<file path="config.mk">
export PLATFORM = sky130hd
export DESIGN_NAME = eth_rx_addr_filter
export DESIGN_NICKNAME = d
export VERILOG_FILES = /design/src/rtl/eth_rx_addr_filter.sv
export SDC_FILE = /design/constraint.sdc
export NUM_CORES = 1
export LEC_CHECK = 0
export BUFFER_PORTS_ARGS = -buffer_cell sky130_fd_sc_hd__buf_2
export CORE_UTILIZATION = 34
export CTS_BUF_LIST = sky130_fd_sc_hd__clkbuf_8
export CTS_CLUSTER_DIAMETER = 200
export DETAILED_ROUTE_END_ITERATION = 10
export HOLD_SLACK_MARGIN = 0.05
export PLACE_DENSITY_LB_ADDON = 0.08
export SLEW_MARGIN = 5
export SYNTH_ARGS = -nofsm -noshare
export SYNTH_HDL_FRONTEND = slang
export SYNTH_SLANG_ARGS = --single-unit
</file>
<file path="constraint.sdc">
create_clock -name clk -period 4.1 [get_ports clk]
set_clock_uncertainty 0.1 [all_clocks]
set_input_delay 0.205 -clock clk [delete_from_list [all_inputs] [get_ports clk]]
set_output_delay 0.205 -clock clk [all_outputs]
set_load 0.03 [all_outputs]
</file>
<file path="src/rtl/eth_rx_addr_filter.sv">
module eth_rx_addr_filter #(
  parameter int DA_BYTES = 6,
  parameter logic [31:0] POLY = 32'h04C11DB7
) (
  input  logic        clk,
  input  logic        rst_n,
  input  logic        cfg_we,
  input  logic [2:0]  cfg_addr,
  input  logic [31:0] cfg_wdata,
  input  logic        frm_start,
  input  logic        byte_vld,
  input  logic [7:0]  byte_in,
  output logic        dec_vld,
  output logic        dec_accept,
  output logic        dec_miss
);
  localparam int DA_W = DA_BYTES * 8;
  localparam int CW = $clog2(DA_BYTES + 1);
  localparam logic [CW-1:0] LAST = CW'(DA_BYTES - 1);
  localparam logic [CW-1:0] FULL = CW'(DA_BYTES);

  logic [31:0] sta_lo_q, ih_lo_q, ih_hi_q, gh_lo_q, gh_hi_q;
  logic [15:0] sta_hi_q;
  logic        prom_q, bcrej_q;

  always_ff @(posedge clk) begin
    if (!rst_n) begin
      sta_lo_q <= '0; sta_hi_q <= '0;
      ih_lo_q <= '0; ih_hi_q <= '0; gh_lo_q <= '0; gh_hi_q <= '0;
      prom_q <= 1'b0; bcrej_q <= 1'b0;
    end else if (cfg_we) begin
      case (cfg_addr)
        3'd0: sta_lo_q <= cfg_wdata;
        3'd1: sta_hi_q <= cfg_wdata[15:0];
        3'd2: ih_lo_q <= cfg_wdata;
        3'd3: ih_hi_q <= cfg_wdata;
        3'd4: gh_lo_q <= cfg_wdata;
        3'd5: gh_hi_q <= cfg_wdata;
        3'd6: begin prom_q <= cfg_wdata[0]; bcrej_q <= cfg_wdata[1]; end
        default: ;
      endcase
    end
  end

  function automatic logic [31:0] crc_step(input logic [31:0] c, input logic [7:0] b);
    logic [31:0] r;
    r = c;
    for (int i = 0; i < 8; i++)
      r = {r[30:0], 1'b0} ^ ((r[31] ^ b[i]) ? POLY : 32'h0);
    return r;
  endfunction

  logic [CW-1:0] cnt_q;
  logic [DA_W-1:0] da_q;
  logic [31:0] crc_q;
  logic fire_q;

  always_ff @(posedge clk) begin
    if (!rst_n) begin
      cnt_q <= '0; da_q <= '0; crc_q <= '1; fire_q <= 1'b0;
    end else begin
      fire_q <= 1'b0;
      if (frm_start) begin
        cnt_q <= '0; da_q <= '0; crc_q <= '1;
      end else if (byte_vld && cnt_q != FULL) begin
        da_q[{cnt_q, 3'b000} +: 8] <= byte_in;
        crc_q <= crc_step(crc_q, byte_in);
        cnt_q <= cnt_q + 1'b1;
        fire_q <= (cnt_q == LAST);
      end
    end
  end

  wire [5:0]  idx     = crc_q[31:26];
  wire [31:0] ih_word = idx[5] ? ih_hi_q : ih_lo_q;
  wire [31:0] gh_word = idx[5] ? gh_hi_q : gh_lo_q;
  wire        is_bc   = &da_q;
  wire        is_grp  = da_q[0];
  wire        sta_hit = da_q == {sta_hi_q, sta_lo_q};
  wire        normal  = is_bc  ? !bcrej_q :
                        is_grp ? gh_word[idx[4:0]] :
                                 (sta_hit | ih_word[idx[4:0]]);

  assign dec_vld    = fire_q;
  assign dec_accept = fire_q & (normal | prom_q);
  assign dec_miss   = fire_q & prom_q & ~normal;

  a_r8_one_cycle: assert property (@(posedge clk) disable iff (!rst_n)
    dec_vld |=> !dec_vld);
  a_r8_after_byte: assert property (@(posedge clk) disable iff (!rst_n)
    $rose(dec_vld) |-> $past(byte_vld && !frm_start));
  a_r7_miss_implies_accept: assert property (@(posedge clk) disable iff (!rst_n)
    dec_miss |-> dec_accept && dec_vld);
  a_r7_miss_needs_prom: assert property (@(posedge clk) disable iff (!rst_n)
    !prom_q |-> !dec_miss);
  a_r6_prom_accepts: assert property (@(posedge clk) disable iff (!rst_n)
    (dec_vld && prom_q) |-> dec_accept);
  a_r5_bc_reject: assert property (@(posedge clk) disable iff (!rst_n)
    (dec_vld && is_bc && bcrej_q && !prom_q) |-> !dec_accept);
  a_r9_restart: assert property (@(posedge clk) disable iff (!rst_n)
    frm_start |=> !dec_vld);
endmodule

</file>
==> summary.md <==
| Metric | Value |
|---|---|
| Crit path max fanout | 23 |
| Post-synth top area share | 43.3% |
| Rows | 68 |
| Vias | around 9700 |
| HP Class | in -> reg |
| Final setup margin | 0.343 ns |
| Layout area overhead | 16.9% |
| Largest net degree at the start of global routing | 110 |
| Worst vdd ir | around 0.22 mV |
| Post-Syn Nets | between 1000 and 1500 |
| Clock slew at reported path FFs | 0.06 ns |
| Outcome | finished clean |
| Slew headroom | 24.4% |
| Fmax | 266 MHz |
| Cell-internal power | between 4 and 5 mW |
| Met3 Track Usage GR | 3.15% |
| Initial Utilization | 34.8% |
| Yosys top cell by area | dfxtp_1 |
| H-tree levels | 2 |
| Commonest cells post-synth | 439 x nand2_1, 262 x dfxtp_1, 176 x a21boi_0 |
| Max cap viols | 0 |
| Top cells by area, synth | dfxtp_1 43%, nand2_1 14%, a21boi_0 11% |
| Switch Pwr | 1.67 mW |
| Top_reg_cell synth | dfxtp_1 |
| Grt ovf | 0 |
| Initial DRC count | between 500 and 600 |
| Post-DP HPWL | roughly 26000 µm |
| RSZ-0062 raised after global routing | false |
| Critical path origin | crc_q[26]$_SDFFE_PP1P_ |
| Root cell of the clock tree | clkbuf_8 |
| Synth Register Bits | 262 |
| Reg2reg setup slack | between 1 and 1.5 ns |
| Syn avg cell area | roughly 8.8 µm² |
| Vias per inst | roughly 5.0 |
| Diodes inserted | 0 |
| CP top delay family | compound AO/OA/AOI/OAI gates |
| CTS tree | built |
| Layout cell share with drive strength beyond 1 | 12.7% |
| Period minus WS final | about 3.8 ns |
| Remaining DRCs | 0 |
| Die footprint | roughly 0.036 mm² |
| Clock buffer depth | 3 |
| Die W | roughly 190 µm |
| Sequential share of power | a little over two fifths |
| GR peak layer | met2 |
| Comb pwr share | 13.1% |
| Number of port buffers | 50 |
| Syn. warnings | 0 |
| Worst Hold Depth | 2 |
| Origin of the critical flop-to-flop path | cnt_q[0]$_SDFFE_PP0P_ |
| Final hold viol count | 0 |
| Setup TNS | 0 ns |
| Clock share of power | 43.0% |
| # IOs | about 50 |
| FFs w/ async S/R, synth | 0% |
| HP Start | rst_n |
| Switching Fraction | approximately 27% |
| R2R cell count | 7 |
| Pwr per Cell Area | roughly 430 mW/mm² |
| CP Cell Sequence | buf_6 -> mux4_1 -> a22oi_1 -> a31oi_1 -> a21oi_1 -> nor2b_1 -> o31a_1 -> o311a_1 -> buf_2 |
| Netlist cell types | 46 |
| Placed Instances | approximately 1800 |
| Initial antenna violation count | 0 |
| Most frequent cell after synthesis | nand2_1 |
| Post-synth EDFFs | 0 |
| Final GP Congestion | a little over 0.8 |
| Critical path's slowest cell | mux4_1 |
| CP required | roughly 3.8 ns |
| GR Layer Usage met1 | ~30% |
| Filler cell count | approximately 3500 |
| Area of the mapped netlist | around 0.012 mm² |
| Crit Path Class | reg -> out |
| Buf/Inv on CP | 2 |
| Synth Instances | 1381 |
| Final ANT Viol Nets | 0 |
| Die height | between 150 and 200 µm |
| CORE AREA | about 0.035 mm² |
| Crit share post-route | 91.6% |
| Arrival @ worst endpoint | roughly 3.5 ns |
| Worst-Skew Late Latency | between 0.5 and 0.6 ns |
| Final nets | roughly 1500 |
| Worst setup SP type | flop |
| CP max stage delay | approximately 0.59 ns |
| Gr usage total | a little over a fifth |
| Seq/Total Area, Yosys | a little over two fifths |
| Critical Path Sink Type | output port |
| First-pass DRT Iterations | 5 |
| Number of buffers created by CTS | approximately 50 |
| Met2 Resource Use GR | between 30% and 40% |
| Fin cells | between 1500 and 2000 |
| Final setup fails | 0 |
| FF-to-FF End | da_q[33]$_SDFFE_PP0P_ |
| Global-route wire length before repair | roughly 60000 µm |
| CTS Sinks | roughly 260 |
| Post-DR wirelength/cell | about 20 µm |
| Slew @ Worst Pin | 1.13 ns |
| WL final | about 38000 µm |
| Slew Limit Fails | 0 |
| Hold EP | sta_hi_q[2]$_SDFFE_PN0P_ |
| Vias in the first global route | between 9000 and 10000 |
| Post-place setup slack | about 0.66 ns |
| Leak pwr | 5.31 nW |
## logic make-up after synthesis
| family | synth area share [%] |
|---|---|
| adder cells (fa/ha/maj) | 0.620 |
| multiplexers | 8.21 |
| buffers and inverters | 3.57 |
| flip-flops | 43.3 |
| AND/OR/NAND/NOR | 19.5 |
| XOR/XNOR | 9.44 |
| AO/OA/AOI/OAI | 15.3 |
## worst max-delay path by stage
stage / cells past startpoint / endpoint
4_1_cts: 9 / dec_accept
2_1_floorplan: 8 / dec_miss
6_report: 9 / dec_accept
5_1_grt: 9 / dec_accept
3_5_place_dp: 9 / dec_accept
3_3_place_gp: 9 / dec_accept
## flip-flops by register name (all words and copies together), names as in the netlist
signal / flops
bcrej_q: 1
ih_hi_q: 32
dec_vld: 1
sta_lo_q: 32
prom_q: 1
gh_hi_q: 32
cnt_q: 3
crc_q: 32
ih_lo_q: 32
gh_lo_q: 32
da_q: 48
sta_hi_q: 16
## per-stage QoR
step,power [mW],hold WS [ns],instance area (µm²),util [%]
after floorplan,3.28,0.250,12100,-
after global placement,3.52,0.348,12700,36.5
after detailed placement,3.52,0.357,12700,36.5
after CTS,6.20,0.105,14100,40.6
after global routing,6.39,0.124,14100,40.6
final,6.11,0.120,14100,40.6
## layer usage
metal | part of all wire (%) | up-vias
met1 | 48 | 4664
met4 | 2.5 | 0
met2 | 46 | 191
li1 | - | 4806
met5 | 0 | -
met3 | 3.4 | 67
## cell usage in the layout (no fill, tap or decap), drive strengths merged, types with 16 or more instances in the layout
cell | synthesis | final
nand3 | 34 | 34
nor4 | 16 | 16
nor2 | 22 | 22
mux2i | 25 | 25
xnor2 | 56 | 56
xor2 | 68 | 68
buf | 11 | 70
a21boi | 176 | 176
a21oi | 36 | 36
mux4 | 32 | 32
dfxtp | 262 | 262
nand2 | 439 | 439
dlygate4sd3 | 0 | 42
inv | 5 | 22
clkbuf | 88 | 65
nand4 | 24 | 24
o211ai | 33 | 33
## worst reg2reg max path, cell delays in order, from the launching register on
cell and delay [ns]:
dfxtp_1 0.50, inv_1 0.15, ha_1 0.23, ha_1 0.35, nor3b_1 0.47, nand2_1 0.48
mux2i_1 0.28, nor2_1 0.06
## cell type report
type / instances / area [µm²] / area share [%]
Clock inverter: 25 / 131 / 0.929
Multi-Input combinational cell: 1015 / 6450 / 45.6
Inverter: 5 / 18.8 / 0.133
Tap cell: 455 / 569 / 4.03
Timing Repair Buffer: 112 / 827 / 5.85
Sequential cell: 262 / 5250 / 37.1
Clock buffer: 65 / 895 / 6.33
## timing repair
item,in CTS,in global routing
setup buffers,0,0
hold endpoints to repair,260,0
endpoints found under the setup margin,0,2
hold buffers,42,0
resized for setup,0,2
## power by group through the flow
| stage | sequential [mW] | combinational (mW) | clock (mW) |
|---|---|---|---|
| after global routing | 2.69 | 0.885 | 2.82 |
| after floorplan | 2.70 | 0.579 | 0 |
| after CTS | 2.68 | 0.815 | 2.70 |
| after detailed placement | 2.74 | 0.780 | 0 |
| after global placement | 2.73 | 0.783 | 0 |
| final | 2.68 | 0.803 | 2.63 |
Note: power is estimated with default switching activity, not from simulation.
